[src/rtl/word_tx_pkg.sv]
package word_tx_pkg;

    localparam int DEF_WORD_W   = 8;
    localparam int DEF_SYNC_LEN = 2;
    localparam int DEF_PERIOD   = 20;

    typedef enum logic [1:0] {
        LNK_IDLE = 2'd0,
        LNK_SEND = 2'd1,
        LNK_GAP  = 2'd2
    } lnk_state_e;

    // Sync header pattern: a single leading one, zeros after it.
    function automatic logic sync_bit(input int unsigned idx);
        return (idx == 0);
    endfunction

endpackage

[src/rtl/wtx_in_latch.sv]
module wtx_in_latch #(
    parameter int WORD_W = 8
) (
    input  logic              clk,
    input  logic              rst,
    input  logic [WORD_W-1:0] bus_in,
    input  logic              lat_en,
    output logic [WORD_W-1:0] held_word,
    output logic              fall_evt
);

    logic en_q;

    always_ff @(posedge clk) begin
        if (rst) begin
            held_word <= '0;
            en_q      <= 1'b0;
        end else begin
            en_q <= lat_en;
            if (lat_en) begin
                held_word <= bus_in;
            end
        end
    end

    assign fall_evt = en_q & ~lat_en;

    // buffer holds while the enable is low
    p_hold_low_r2: assert property (@(posedge clk) disable iff (rst)
        !lat_en |=> held_word == $past(held_word));

    // buffer follows the bus while the enable is high
    p_follow_high_r2: assert property (@(posedge clk) disable iff (rst)
        lat_en |=> held_word == $past(bus_in));

endmodule

[src/rtl/wtx_frame_ctrl.sv]
module wtx_frame_ctrl
    import word_tx_pkg::*;
#(
    parameter int WORD_W   = 8,
    parameter int SYNC_LEN = 2,
    parameter int PERIOD   = 20,
    localparam int FRAME_LEN = SYNC_LEN + WORD_W,
    localparam int SLOT_W    = $clog2(FRAME_LEN),
    localparam int IDLE_LEN  = PERIOD - FRAME_LEN,
    localparam int CNT_W     = $clog2(IDLE_LEN + 1)
) (
    input  logic              clk,
    input  logic              rst,
    input  logic              free_run,
    input  logic              fall_evt,
    input  logic [WORD_W-1:0] held_word,
    output lnk_state_e        state_o,
    output logic [SLOT_W-1:0] slot_o,
    output logic [WORD_W-1:0] word_o
);

    localparam logic [SLOT_W-1:0] LAST_SLOT = SLOT_W'(FRAME_LEN - 1);
    localparam logic [CNT_W-1:0]  LAST_IDLE = CNT_W'(IDLE_LEN - 1);

    lnk_state_e        state;
    logic [SLOT_W-1:0] slot;
    logic [CNT_W-1:0]  idle_cnt;
    logic [WORD_W-1:0] word_r;
    logic              user_fall;

    assign user_fall = fall_evt & ~free_run;

    always_ff @(posedge clk) begin
        if (rst) begin
            state    <= LNK_IDLE;
            slot     <= '0;
            idle_cnt <= '0;
            word_r   <= '0;
        end else begin
            unique case (state)
                LNK_IDLE: begin
                    slot <= '0;
                    if (free_run) begin
                        if (idle_cnt == LAST_IDLE) begin
                            state    <= LNK_SEND;
                            word_r   <= held_word;
                            idle_cnt <= '0;
                        end else begin
                            idle_cnt <= idle_cnt + 1'b1;
                        end
                    end else begin
                        idle_cnt <= '0;
                        if (fall_evt) begin
                            state  <= LNK_SEND;
                            word_r <= held_word;
                        end
                    end
                end
                LNK_SEND: begin
                    if (user_fall) begin
                        state  <= LNK_GAP;
                        word_r <= held_word;
                        slot   <= '0;
                    end else if (slot == LAST_SLOT) begin
                        state    <= LNK_IDLE;
                        slot     <= '0;
                        idle_cnt <= '0;
                    end else begin
                        slot <= slot + 1'b1;
                    end
                end
                LNK_GAP: begin
                    state <= LNK_SEND;
                    slot  <= '0;
                end
                default: begin
                    state <= LNK_IDLE;
                    slot  <= '0;
                end
            endcase
        end
    end

    assign state_o = state;
    assign slot_o  = slot;
    assign word_o  = word_r;

    // slots advance one per clock while a frame runs undisturbed
    p_slot_step_r4: assert property (@(posedge clk) disable iff (rst)
        (state == LNK_SEND && slot != LAST_SLOT && !user_fall)
        |=> (state == LNK_SEND && slot == $past(slot) + 1'b1));

    // the abort gap lasts exactly one clock, then slot zero
    p_gap_once_r6: assert property (@(posedge clk) disable iff (rst)
        state == LNK_GAP |=> (state == LNK_SEND && slot == '0));

    // user-timed idle line stays idle without an enable fall
    p_no_start_r3: assert property (@(posedge clk) disable iff (rst)
        (!free_run && state == LNK_IDLE && !fall_evt) |=> state == LNK_IDLE);

    // free-running frames are never aborted
    p_no_abort_r8: assert property (@(posedge clk) disable iff (rst)
        (free_run && state == LNK_SEND) |=> state != LNK_GAP);

    // free-running idle window is not cut short
    p_idle_window_r7: assert property (@(posedge clk) disable iff (rst)
        (free_run && state == LNK_IDLE && idle_cnt != LAST_IDLE)
        |=> state == LNK_IDLE);

endmodule

[src/rtl/wtx_bit_sel.sv]
module wtx_bit_sel
    import word_tx_pkg::*;
#(
    parameter int WORD_W   = 8,
    parameter int SYNC_LEN = 2,
    localparam int FRAME_LEN = SYNC_LEN + WORD_W,
    localparam int SLOT_W    = $clog2(FRAME_LEN)
) (
    input  lnk_state_e        state,
    input  logic [SLOT_W-1:0] slot,
    input  logic [WORD_W-1:0] word,
    output logic              ser_bit,
    output logic              frame_act
);

    logic hdr_bit;
    logic dat_bit;

    always_comb begin
        hdr_bit = 1'b0;
        for (int h = 0; h < SYNC_LEN; h++) begin
            if (slot == SLOT_W'(h)) begin
                hdr_bit = sync_bit(h);
            end
        end
    end

    always_comb begin
        dat_bit = 1'b0;
        for (int k = 0; k < WORD_W; k++) begin
            if (slot == SLOT_W'(k + SYNC_LEN)) begin
                dat_bit = word[k];
            end
        end
    end

    assign frame_act = (state == LNK_SEND);
    assign ser_bit   = frame_act & ((slot < SLOT_W'(SYNC_LEN)) ? hdr_bit : dat_bit);

endmodule

[src/rtl/word_tx_seq.sv]
module word_tx_seq
    import word_tx_pkg::*;
#(
    parameter int WORD_W   = DEF_WORD_W,
    parameter int SYNC_LEN = DEF_SYNC_LEN,
    parameter int PERIOD   = DEF_PERIOD,
    localparam int FRAME_LEN = SYNC_LEN + WORD_W,
    localparam int SLOT_W    = $clog2(FRAME_LEN)
) (
    input  logic              clk,
    input  logic              rst,
    input  logic [WORD_W-1:0] bus_in,
    input  logic              lat_en,
    input  logic              free_run,
    output logic              ser_bit,
    output logic              frame_act
);

    logic [WORD_W-1:0] held_word;
    logic              fall_evt;
    lnk_state_e        state;
    logic [SLOT_W-1:0] slot;
    logic [WORD_W-1:0] word;

    wtx_in_latch #(.WORD_W(WORD_W)) u_latch (
        .clk       (clk),
        .rst       (rst),
        .bus_in    (bus_in),
        .lat_en    (lat_en),
        .held_word (held_word),
        .fall_evt  (fall_evt)
    );

    wtx_frame_ctrl #(
        .WORD_W   (WORD_W),
        .SYNC_LEN (SYNC_LEN),
        .PERIOD   (PERIOD)
    ) u_ctrl (
        .clk       (clk),
        .rst       (rst),
        .free_run  (free_run),
        .fall_evt  (fall_evt),
        .held_word (held_word),
        .state_o   (state),
        .slot_o    (slot),
        .word_o    (word)
    );

    wtx_bit_sel #(
        .WORD_W   (WORD_W),
        .SYNC_LEN (SYNC_LEN)
    ) u_sel (
        .state     (state),
        .slot      (slot),
        .word      (word),
        .ser_bit   (ser_bit),
        .frame_act (frame_act)
    );

    // the line is quiet outside frames
    p_quiet_line_r4: assert property (@(posedge clk) disable iff (rst)
        !frame_act |-> !ser_bit);

    // every frame opens with a one
    p_head_one_r4: assert property (@(posedge clk) disable iff (rst)
        (frame_act && !$past(frame_act)) |-> ser_bit);

    // reset leaves the link idle on the next cycle
    p_reset_idle_r9: assert property (@(posedge clk)
        rst |=> !frame_act);

endmodule

[config.mk]
export PLATFORM = sky130hd
export DESIGN_NAME = word_tx_seq
export DESIGN_NICKNAME = d
export VERILOG_FILES = /design/src/rtl/word_tx_pkg.sv /design/src/rtl/wtx_in_latch.sv /design/src/rtl/wtx_frame_ctrl.sv /design/src/rtl/wtx_bit_sel.sv /design/src/rtl/word_tx_seq.sv
export SDC_FILE = /design/constraint.sdc
export NUM_CORES = 1
export LEC_CHECK = 0
export BUFFER_PORTS_ARGS = -buffer_cell sky130_fd_sc_hd__buf_2
export CAP_MARGIN = 0
export CORE_UTILIZATION = 50
export CTS_CLUSTER_SIZE = 16
export DETAILED_ROUTE_END_ITERATION = 7
export HOLD_SLACK_MARGIN = 0.02
export PLACE_DENSITY = 0.85
export SETUP_SLACK_MARGIN = 0.02
export SYNTH_ARGS = -nofsm -noshare
export SYNTH_HDL_FRONTEND = slang
export SYNTH_SLANG_ARGS = --single-unit
export TNS_END_PERCENT = 1
[constraint.sdc]
create_clock -name clk -period 1.44 [get_ports clk]
set_input_delay 0.288 -clock clk [delete_from_list [all_inputs] [get_ports clk]]
set_output_delay 0.288 -clock clk [all_outputs]
set_load 0.01 [all_outputs]
==> results, run 1 <==
- The number of global-route vias before repair is 950.
- The number of hold violations in the final report was 0.
- The half-perimeter wire length after placement is 1.83 mm.
- Setup repair after global routing could not meet its margin everywhere.
- In this run the power density over the cells is 805 mW/mm^2.
- At the later pin of the worst-skew pair, clock insertion delay measures 320 ps.
- The flow ran to the end, but the final reports show violations.
- The first detailed-routing pass took 4 iterations.
- The die is 51.6 um tall.
- The area of the core region is 0.00228 mm^2.
- sky130_fd_sc_hd__dfxtp_1 takes more of the synthesized area than any other cell.
- The layout net count is 171.
- Traced cell by cell, the critical path runs through inv_4 -> ha_2 -> nor2b_4 -> a221o_1 -> a32oi_2 -> a221oi_2 -> buf_2.
- The average size of a mapped cell is 9.70 um^2.
- The critical path data required time is 1150 ps.
- The total overflow left after global routing is 0.
- Yosys attributes the largest share of cell area to sky130_fd_sc_hd__dfxtp_1 (44%), sky130_fd_sc_hd__mux2i_1 (13%), sky130_fd_sc_hd__nor2_1 (6.4%).
- Across all setup checks in the final design, the least slack found is -617 ps.
- The number of buffers inserted by port buffering is 13.
- The number of register bits inferred by synthesis is 27.
- Clock-pin slew was measured on the worst setup and hold paths at 140 ps.
- The total wirelength of the detailed-routed design is 2.32 mm.
- The vias after detailed routing is 973.
- The maximum single-stage delay on the critical path is 410 ps.
- The root buffer cell is sky130_fd_sc_hd__clkbuf_4.
- Final hold analysis gives a worst-case slack of 194 ps.
- No sink is reached through more buffers than the 2 on the longest clock path.
- The number of synthesized flops with an enable pin is 0.
- Using the TritonRoute via totals, the vias-per-cell ratio works out to 5.41.
- The area growth from synthesis to layout is 22.1%.
- The dominant register cell in the synthesized netlist is sky130_fd_sc_hd__dfxtp_1.
- The placer's final routability congestion estimate is 0.911.
- The utilization after layout is 66.1%.
- The sequential share of the synthesized area is 43.9%.
- The first-pass GRT wire length is 3.98 mm.
- 0 antenna diodes ended up in the layout.
- Buffers inserted during clock tree synthesis total 3.
- The maximum number of pins on one net before global-route repair is 19.
- Global routing used 4.68% of the available met3 tracks.
- The final-report max-slew violation count is 0.
- The post-synthesis instance area is 0.00123 mm^2.
- The number of distinct library cells after synthesis is 31.
- With fillers left out, the area of the finished cells amounts to 0.00151 mm^2.
- The peak supply drop is 865 uV.
- Hold repair after CTS inserted 0 buffers.
- The layout has 157 filler cells.
- After detailed routing, the number of remaining DRC violations is 0.
- For the pin with the worst max-slew slack, the measured transition is 350 ps.
- For this design the static power due to leakage is 0.683 nW.
- The critical path is of the reg -> out type.
- The critical path data arrival time is 1770 ps.
- The sum of negative setup slack is -1710 ps.
- The tool flagged a number of max-cap violations equal to 0.
- The design draws 1.21 mW.
- 14 I/O pins were placed.
- The normalized max-slew margin is 76.6%.
- In this run the number of H-tree levels came out at 1.
- The count of nets left with antenna violations once routing finished came out at 0.
- The non-filler instance count after layout is 180.
- The share of synthesized area in the top cell type comes to 43.9%.
- For this block, the initial DRC count from the detailed router was 12.
- Synthesis produced a netlist whose cell count is 127.
- Global routing consumed, on the met2 layer, 34.4% of the routing resources.
- The number of setup violations in the final report is 17.
- The die footprint is 0.00267 mm^2.
- The worst path in the final design needs a cycle of 2060 ps, including I/O delays and setup.
- Of all nets on the critical path, the largest fanout is 4.
- TritonCTS built the clock tree.
- The all-layer global routing usage is 20.1%.
- The kind of launch point of the worst setup path is a flop.
- The highest clock rate is 0.486 GHz.
- The number of synthesis warnings is 0.
- The tree built by TritonCTS fans out to 27 sinks.
- The floorplan has 17 rows.
- In this run the worst hold path is classified as in -> reg.
- The final reports fail on setup timing.
- The number of antenna violations at the first check in global routing is 0.
- OpenSTA, run right after detailed placement, puts the worst setup slack at -285 ps.
- Counting every net in the synthesized netlist gives 145.
- The final critical-path share of the clock period is 143%.
- The final setup skew is 1.26 ps.
- On the critical path, the stage with the largest delay is an instance of sky130_fd_sc_hd__dfxtp_4.
- The kind of end point of the critical path is a primary output.
- Counting flops with an async set or reset pin after synthesis yields a share of 0%.
- The post-placement cell area is 0.00141 mm^2.
- Dividing the detail-routed wire length by the instance count gives 12.9 um.
- The met1 track utilization from global routing is 24.4%.
- The instance count after placement with tap cells included is 175.
- The ratio of cells with drive above 1 in the final layout is 34.2%.
- In this run the horizontal extent of the chip is 51.6 um.
- The routing layer with the top usage in global route is met2.
- Once the floorplan was initialized, standard cells occupied 54.2% of the core.
==> metal layers <==
layer | vias to the layer above | part of all wire [%]
met4 | 0 | 0.52
met1 | 456 | 47
met3 | 2 | 3.4
li1 | 497 | -
met2 | 18 | 49
met5 | - | 0
==> flip-flops by register name (all words and copies together), names as in the netlist <==
name	cells
u_ctrl.idle_cnt	4
u_ctrl.slot_o	4
u_ctrl.state_o	2
u_ctrl.word_o	8
u_latch.en_q	1
u_latch.held_word	8
==> worst paths after layout <==
check,cells after the start,endpoint,from,slack [ps]
setup reg to reg,5,u_ctrl.slot_o[1],u_ctrl.slot_o[1],-90
hold / removal,3,u_latch.held_word[5],bus_in[5],190
hold reg to reg,1,u_ctrl.slot_o[0],u_ctrl.slot_o[0],480
setup / recovery,7,ser_bit,u_ctrl.slot_o[0],-620
==> report_power, final <==
part / internal (mW) / switching [mW]
Combinational: 0.0573 / 0.0574
Sequential: 0.764 / 0.0141
Clock: 0.104 / 0.214
Total: 0.926 / 0.285
==> critical path: cells and delay by family (launching register included) <==
family                     cells  cell delay (ps)
buffers and inverters          2              190
adders and majority gates      1              170
and+or+nand+nor                1              120
AOI/OAI and AO/OA              3              550
DFF                            1              410
==> cell usage after synthesis (2+ instances only) <==
cell type	count
sky130_fd_sc_hd__inv_1	7
sky130_fd_sc_hd__ha_1	6
sky130_fd_sc_hd__xnor2_1	2
sky130_fd_sc_hd__nor2_1	21
sky130_fd_sc_hd__dfxtp_1	27
sky130_fd_sc_hd__nand2_1	9
sky130_fd_sc_hd__a31oi_1	2
sky130_fd_sc_hd__nor3_1	4
sky130_fd_sc_hd__o211ai_1	2
sky130_fd_sc_hd__o21ai_1	4
sky130_fd_sc_hd__nand3_1	2
sky130_fd_sc_hd__buf_6	2
sky130_fd_sc_hd__nor4_1	2
sky130_fd_sc_hd__clkbuf_1	2
sky130_fd_sc_hd__nor2b_1	4
sky130_fd_sc_hd__mux2i_1	16
==> kinds of logic (layout without fill, tap and decap cells) <==
group / after synthesis / in the layout / share of synthesized area [%]
simple gates: 48 / 48 / 18.7
flops: 27 / 27 / 43.9
compound gates: 16 / 16 / 12.1
mux: 16 / 16 / 13.0
buf+inv: 12 / 37 / 4.87
fa+ha+maj: 6 / 6 / 6.09
xor+xnor: 2 / 2 / 1.42
==> repair_timing <==
action	CTS	global route
buffers inserted	1	0
endpoints found under the setup margin	18	19
resized for setup	13	4
pin swaps	10	2
==> final cells by class <==
type | instances | area (um^2) | area share, %
clock buffers | 3 | 22.5 | 1.50
clock inverters | 1 | 5.00 | 0.333
inverters | 8 | 35.0 | 2.33
multi-input cells | 88 | 698 | 46.4
flip-flops and latches | 27 | 554 | 36.8
well taps | 28 | 35.0 | 2.33
repair buffers | 25 | 155 | 10.3
==> layout by cell type (no fill, tap or decap), types with 2 or more instances in the layout <==
master                     synthesis  final
sky130_fd_sc_hd__dfxtp_1          27     22
sky130_fd_sc_hd__nor2_1           21     21
sky130_fd_sc_hd__mux2i_1          16     16
sky130_fd_sc_hd__buf_2             0     13
sky130_fd_sc_hd__buf_4             0     12
sky130_fd_sc_hd__nand2_1           9      8
sky130_fd_sc_hd__inv_1             7      5
sky130_fd_sc_hd__o21ai_1           4      4
sky130_fd_sc_hd__ha_2              0      3
sky130_fd_sc_hd__clkbuf_4          0      3
sky130_fd_sc_hd__dfxtp_4           0      3
sky130_fd_sc_hd__inv_4             0      2
sky130_fd_sc_hd__nor3_2            0      2
sky130_fd_sc_hd__o211ai_1          2      2
sky130_fd_sc_hd__nor2b_1           4      2
sky130_fd_sc_hd__xnor2_1           2      2
sky130_fd_sc_hd__nor3_1            4      2
sky130_fd_sc_hd__nand3_1           2      2
sky130_fd_sc_hd__nor4_1            2      2
sky130_fd_sc_hd__a31oi_1           2      2
sky130_fd_sc_hd__ha_1              6      2
sky130_fd_sc_hd__dfxtp_2           0      2
(Power assumes the default switching activity.)
==> inputs of run 2 (changes only) <==
- CORE_UTILIZATION: 50 -> 55
- PLACE_DENSITY: 0.85 -> 0.88
- SKIP_CTS_REPAIR_TIMING: default -> 1
- clock period: 1.44 -> 1.9 ns (I/O delays scaled with it)
==> results, run 2 (same netlist as run 1, synthesis figures left out) <==
- The flow ran to the end, but the final reports show violations.
- The final reports fail on setup timing.
- The critical path data arrival time is 1880 ps (+110 ps).
- STA classifies the critical path endpoint as a primary output.
- The largest individual stage delay along the critical path comes from the cell sky130_fd_sc_hd__dfxtp_4.
- Of the available clock period, the critical path in the final layout requires 119%.
- The half-perimeter wire length after placement came to 1.82 mm (-0.25%).
- The vias after detailed routing came to 991 (+1.8%).
- The hold path depth is 3 (unchanged).
- The leakage power figure was 0.643 nW (-5.8%).
- The power spent charging and discharging nets is 0.245 mW (-14%).
- The initial detailed-routing violation count is 29 (+17).
- The utilization after layout was 71.3% (+5.1 points).
- The total number of placement rows came to 16 (-1).
- The maximum number of pins on one net before global-route repair came to 23 (+4).
- The part of the total power dissipated in combinational logic is 8.4% (-1.1 points).
- The area overhead of the layout relative to synthesis is 18.1%.
- The number of violations of the max-capacitance limit is 0 (unchanged).
- The tightest min-delay check is of the in -> reg type.
- The final setup skew is 8.45 ps (+7.19 ps).
- The width of the die was 49.3 um (-4.5%).
- The number of diodes is 0 (unchanged).
- The non-filler instance count after layout is 172 (-4.4%).
- The root buffer cell is sky130_fd_sc_hd__clkbuf_4.
- The number of global-route vias before repair was 918 (-3.4%).
- Traced cell by cell, the critical path runs through inv_4 -> ha_4 -> nor2b_4 -> a221o_1 -> a32oi_1 -> a221oi_1 -> buf_2.
- The detail-routed net length per standard cell came to 16.1 um (+25%).
- The TritonCTS clock tree is built.
- The number of antenna violations at the first check in global routing was 0 (unchanged).
- The maximum single-stage delay on the critical path is 430 ps (+20 ps).
- The switching power share of the total was 25.7% (+2.2 points).
- Signal routing reaches up to met4.
- The all-layer global routing usage is 22.8% (+2.7 points).
- The depth of the worst register-to-register path is 5 (unchanged).
- The met1 wire length is 1.16 mm (+6.5%).
- The critical setup path kind is reg -> out.
- The die footprint is 0.00243 mm^2 (-8.7%).
- The final-report max-slew violation count is 0 (unchanged).
- The area of the core region is 0.00204 mm^2 (-10%).
- The number of buffers between clock root and the deepest sink was 2 (unchanged).
- The normalized max-slew margin is 71.0% (-5.6 points).
- The transition time of the tightest slew-check pin was 435 ps (+84.8 ps).
- The final routed DRC violation total is 0 (unchanged).
- The kind of launch point of the worst setup path is a flop.
- The power share of the sequential group is 62.4% (-1.9 points).
- The final critical path time including I/O delays and setup is 2260 ps.
- The number of vias per cell after detailed routing is 5.76 (+6.6%).
- The highest clock rate is 0.442 GHz.
- The worst register-to-register path begins at u_ctrl.slot_o[0].
- The floorplan die height is 49.3 um (-4.5%).
- The number of filler cells placed in the layout is 161 (+2.5%).
- The total wirelength of the detailed-routed design was 2.77 mm (+19%).
- The post-route worst setup slack is -360 ps (+257 ps).
- The maximum fanout along the worst path is 4 (unchanged).
- Setup repair after global routing could not meet its margin everywhere.
- The power density over cell area came to 653 mW/mm^2 (-19%).
- The peak supply drop is 675 uV (-22%).
- The clock latency of the later-clocked register in the worst-skew pair came to 350 ps (+30 ps).
- The layout net count was 164 (-4.1%).
- The H-tree level count came to 1 (unchanged).
- The count of pins on the block boundary came to 14 (unchanged).
- The number of hold violations in the final report came to 0 (unchanged).
- The met2 wire length is 1.40 mm (+23%).
- The total overflow reported by the global router was 0 (unchanged).
- The critical path data required time was 1520 ps (+370 ps).
- The number of buffers inserted by port buffering is 13 (unchanged).
- In the layout the commonest cells are sky130_fd_sc_hd__dfxtp_1 (25), sky130_fd_sc_hd__nor2_1 (21), sky130_fd_sc_hd__mux2i_1 (16).
- The amount of wire on met3 after detailed routing is 117 um (+50%).
- The clock share of power came to 29.1% (+2.8 points).
- The internal power of the cells is 0.706 mW (-24%).
- The detailed-routing iteration count for the pre-antenna-repair pass came to 5 (+1).
- The placer's final routability congestion estimate is 0.765 (-16%).
- The leading cell type in the layout, fill and taps excluded is sky130_fd_sc_hd__dfxtp_1.
- The sum of negative setup slack came to -360 ps (+1350 ps).
- The footprint of the multi-input gates was 692 um^2 (-0.90%).
- The worst hold path begins at bus_in[4].
- The ratio of cells with drive above 1 in the final layout was 24.8% (-9.4 points).
- The number of buffers added by the clock tree synthesis step is 3 (unchanged).
- The first-pass GRT wire length is 4.06 mm (+1.9%).
- The register area is 548 um^2 (-1.1%).
- The instance count after placement with tap cells included is 166 (-5.1%).
- The number of setup violations in the final report is 1 (-16).
- The launch point of the critical path is u_ctrl.slot_o[1].
- The hold slack is 246 ps (+52.4 ps).
- The clock slew seen by the registers of the worst setup and hold paths is 160 ps (+20 ps).
- The total number of clock tree sinks is 27 (unchanged).
- The effective utilization at floorplan came to 60.4% (+6.2 points).
- The number of antenna-violating nets in the routed design is 0 (unchanged).
-- run 2: cell types whose count changed in the layout (fill, tap and decap cells not counted), sizes merged --
cell | before | now
buf | 25 | 18
inv | 8 | 9
clkinv | 1 | 0
-- run 2: worst max-delay path, delay by kind of cell (launching register included) --
kind / cells / cell delay (ps)
buffers and inverters: 2 / 220
adders and majority gates: 1 / 150
and+or+nand+nor: 1 / 120
AOI/OAI and AO/OA: 3 / 610
DFF: 1 / 430
-- run 2: area by class of cell --
cell class	instances	share of cell area [%]
multi-input combinational	88	47.5
sequential	27	37.7
timing repair buffer	18	7.91
inverter	8	2.41
tap	27	2.32
clock buffer	3	1.55
clock inverter	1	0.602
-- run 2: power by group through the flow --
stage / combinational, mW / clock [mW] / sequential (mW)
floorplan: 0.0523 / 0 / 0.604
global placement: 0.0700 / 0 / 0.606
detailed placement: 0.0742 / 0 / 0.608
CTS: 0.0746 / 0.272 / 0.595
global route: 0.0874 / 0.301 / 0.596
finish: 0.0801 / 0.277 / 0.594
-- run 2: path summary, 6_finish.rpt --
check                                       endpoint  slack (ps)
worst min register to register      u_ctrl.slot_o[0]         490
worst max-delay path                         ser_bit        -360
worst min-delay path            u_latch.held_word[4]         250
worst max register to register      u_ctrl.slot_o[3]         180
-- run 2: per-stage QoR --
step                total power, mW  worst slack (ps)  area (um^2)
floorplan                     0.656              67.7         1230
global placement              0.676              80.9         1320
detailed placement            0.682             -31.0         1320
CTS                           0.942              -434         1360
global route                  0.985              -388         1460
finish                        0.951              -360         1460
-- run 2: per-layer routing --
layer,up-vias,track usage [%]
met2,41,39.5
met3,14,5.92
met4,0,15.2
met1,457,24.1
li1,479,-
met5,-,0
==> inputs of run 3 (changes only) <==
- CTS_BUF_LIST: default -> sky130_fd_sc_hd__clkbuf_4 sky130_fd_sc_hd__clkbuf_8 sky130_fd_sc_hd__clkbuf_16
- clock period: 1.9 -> 2.4 ns (I/O delays scaled with it)
==> results, run 3 (same netlist as run 1, synthesis figures left out) <==
- The number of global-route vias before repair is 899 (-2.1%).
- The total number of placement rows is 16 (unchanged).
- The detail-routed net length per standard cell is 14.8 um (-8.2%).
- The number of antenna violations at the first check in global routing is 0 (unchanged).
- The clock latency of the later-clocked register in the worst-skew pair is 310 ps (-40 ps).
- The power density over cell area is 522 mW/mm^2 (-20%).
- The floorplan die height was 49.3 um (unchanged).
- The total overflow reported by the global router is 0 (unchanged).
- The maximum number of pins on one net before global-route repair was 23 (unchanged).
- The placer's final routability congestion estimate is 0.829 (+8.4%).
- The ratio of cells with drive above 1 in the final layout is 21.8% (-3.0 points).
- The vias after detailed routing came to 965 (-2.6%).
- The hold path depth is 3 (unchanged).
- The cell with the largest stage delay on the worst path is sky130_fd_sc_hd__dfxtp_4.
- The peak supply drop is 450 uV (-33%).
- Traced cell by cell, the critical path runs through inv_1 -> ha_2 -> nor2b_4 -> a221o_1 -> a32oi_2 -> a221oi_2 -> buf_2.
- The launch point of the worst hold path is bus_in[0].
- The effective utilization at floorplan is 60.4% (unchanged).
- The worst setup path is launched from a flop.
- The maximum fanout along the worst path is 5 (+1).
- The number of buffers between clock root and the deepest sink is 2 (unchanged).
- For this run, the top clock speed supported by timing is 0.419 GHz.
- The instance count after placement with tap cells included is 163 (-1.8%).
- The sum of negative setup slack came to 0 ps (+360 ps).
- The utilization after layout came to 68.3% (-2.9 points).
- The H-tree level count was 1 (unchanged).
- The final setup skew is 2.51 ps (-5.95 ps).
- TritonCTS built the clock tree.
- The critical path data required time is 1920 ps (+400 ps).
- The run finished with clean final reports.
- The non-filler instance count after layout is 169 (-1.7%).
- The all-layer global routing usage is 19.6% (-3.3 points).
- The finished layout cell area was 0.00140 mm^2 (-4.1%).
- The clock slew seen by the registers of the worst setup and hold paths came to 140 ps (-20 ps).
- The total wirelength of the detailed-routed design came to 2.49 mm (-9.8%).
- The initial detailed-routing violation count came to 17 (-41%).
- The root buffer cell chosen for the clock tree is sky130_fd_sc_hd__clkbuf_4.
- The number of diodes came to 0 (unchanged).
- The first-pass GRT wire length is 3.71 mm (-8.5%).
- The path class of the tightest hold or removal check is in -> reg.
- The number of hold violations in the final report is 0 (unchanged).
- The number of buffers added by the clock tree synthesis step is 3 (unchanged).
- The transition time of the tightest slew-check pin is 406 ps (-28.6 ps).
- The half-perimeter wire length after placement is 1.69 mm (-7.3%).
- The area overhead of the layout relative to synthesis is 13.2%.
- The area of the core region came to 0.00204 mm^2 (unchanged).
- The top cell types in the final layout, fill and taps aside, are sky130_fd_sc_hd__dfxtp_1 (25), sky130_fd_sc_hd__nor2_1 (21), sky130_fd_sc_hd__mux2i_1 (16).
- The critical path is of the reg -> out type.
- The leakage power figure came to 0.628 nW (-2.3%).
- The number of setup violations in the final report is 0 (-1).
- The final critical path time including I/O delays and setup is 2390 ps.
- The final-report max-slew violation count is 0 (unchanged).
- The startpoint identified for the worst register-to-register timing path is u_ctrl.slot_o[0].
- The number of antenna-violating nets in the routed design is 0 (unchanged).
- The normalized max-slew margin is 72.9% (+1.9 points).
- The maximum single-stage delay on the critical path was 390 ps (-40 ps).
- The depth of the worst register-to-register path came to 5 (unchanged).
- The width of the die was 49.3 um (unchanged).
- The number of vias per cell after detailed routing was 5.71 (-0.90%).
- The post-placement cell area was 0.00130 mm^2 (-1.7%).
- The die footprint is 0.00243 mm^2 (unchanged).
- The layout net count is 161 (-1.8%).
- The kind of end point of the critical path is a primary output.
- The critical path data arrival time is 1910 ps (+30 ps).
- The post-route total power is 0.729 mW (-23%).
- The launch point of the critical path is u_ctrl.slot_o[1].
- After layout, the worst path uses 99.6% of the clock period.
- The count of pins on the block boundary is 14 (unchanged).
- The detailed-routing iteration count for the pre-antenna-repair pass was 5 (unchanged).
- The total number of clock tree sinks is 27 (unchanged).
- The number of violations of the max-capacitance limit is 0 (unchanged).
- The final routed DRC violation total was 0 (unchanged).
- The number of buffers inserted by port buffering is 13 (unchanged).
- The leading cell type in the layout, fill and taps excluded is sky130_fd_sc_hd__dfxtp_1.
## run 3: cell count changes in the layout (fill, tap and decap cells not counted), sizes merged
cell	delta
buf	-3
clkbuf	+1
inv	-1
## run 3: final cells by class
type	count	area [um^2]
multi-input combinational	88	673
fill	161	647
sequential	27	548
timing repair buffer	15	80.1
tap	27	33.8
clock buffer	4	30.0
inverter	8	30.0
## run 3: final timing paths
kind,endpoint,slack (ps)
setup / recovery,ser_bit,10
hold / removal,u_latch.held_word[0],390
setup reg to reg,u_ctrl.slot_o[0],660
hold reg to reg,u_ctrl.slot_o[0],470
## run 3: metal layers
| layer | share of wire [%] | global-route usage (%) |
|---|---|---|
| met3 | 3.7 | 3.74 |
| met5 | 0 | 0 |
| met1 | 42 | 21.1 |
| met4 | 3.8 | 4.41 |
| met2 | 50 | 38.4 |
## run 3: critical path: cells and delay by family (launching register included)
family | cells | cell delay [ps]
fa+ha+maj | 1 | 190
simple gates | 1 | 130
buf+inv | 2 | 260
compound gates | 3 | 630
flops | 1 | 390
## run 3: where the power goes
group          internal (mW)  switching, mW  total (mW)
Combinational         0.0280         0.0318      0.0598
Sequential             0.460        0.00958       0.469
Clock                 0.0762          0.124       0.200
## run 3: stage by stage
stage | setup WS (ps) | hold WS [ps]
global route | -61.9 | 393
finish | 10.6 | 395
CTS | -85.8 | 391
floorplan | 468 | 445
detailed placement | 285 | 487
global placement | 413 | 465
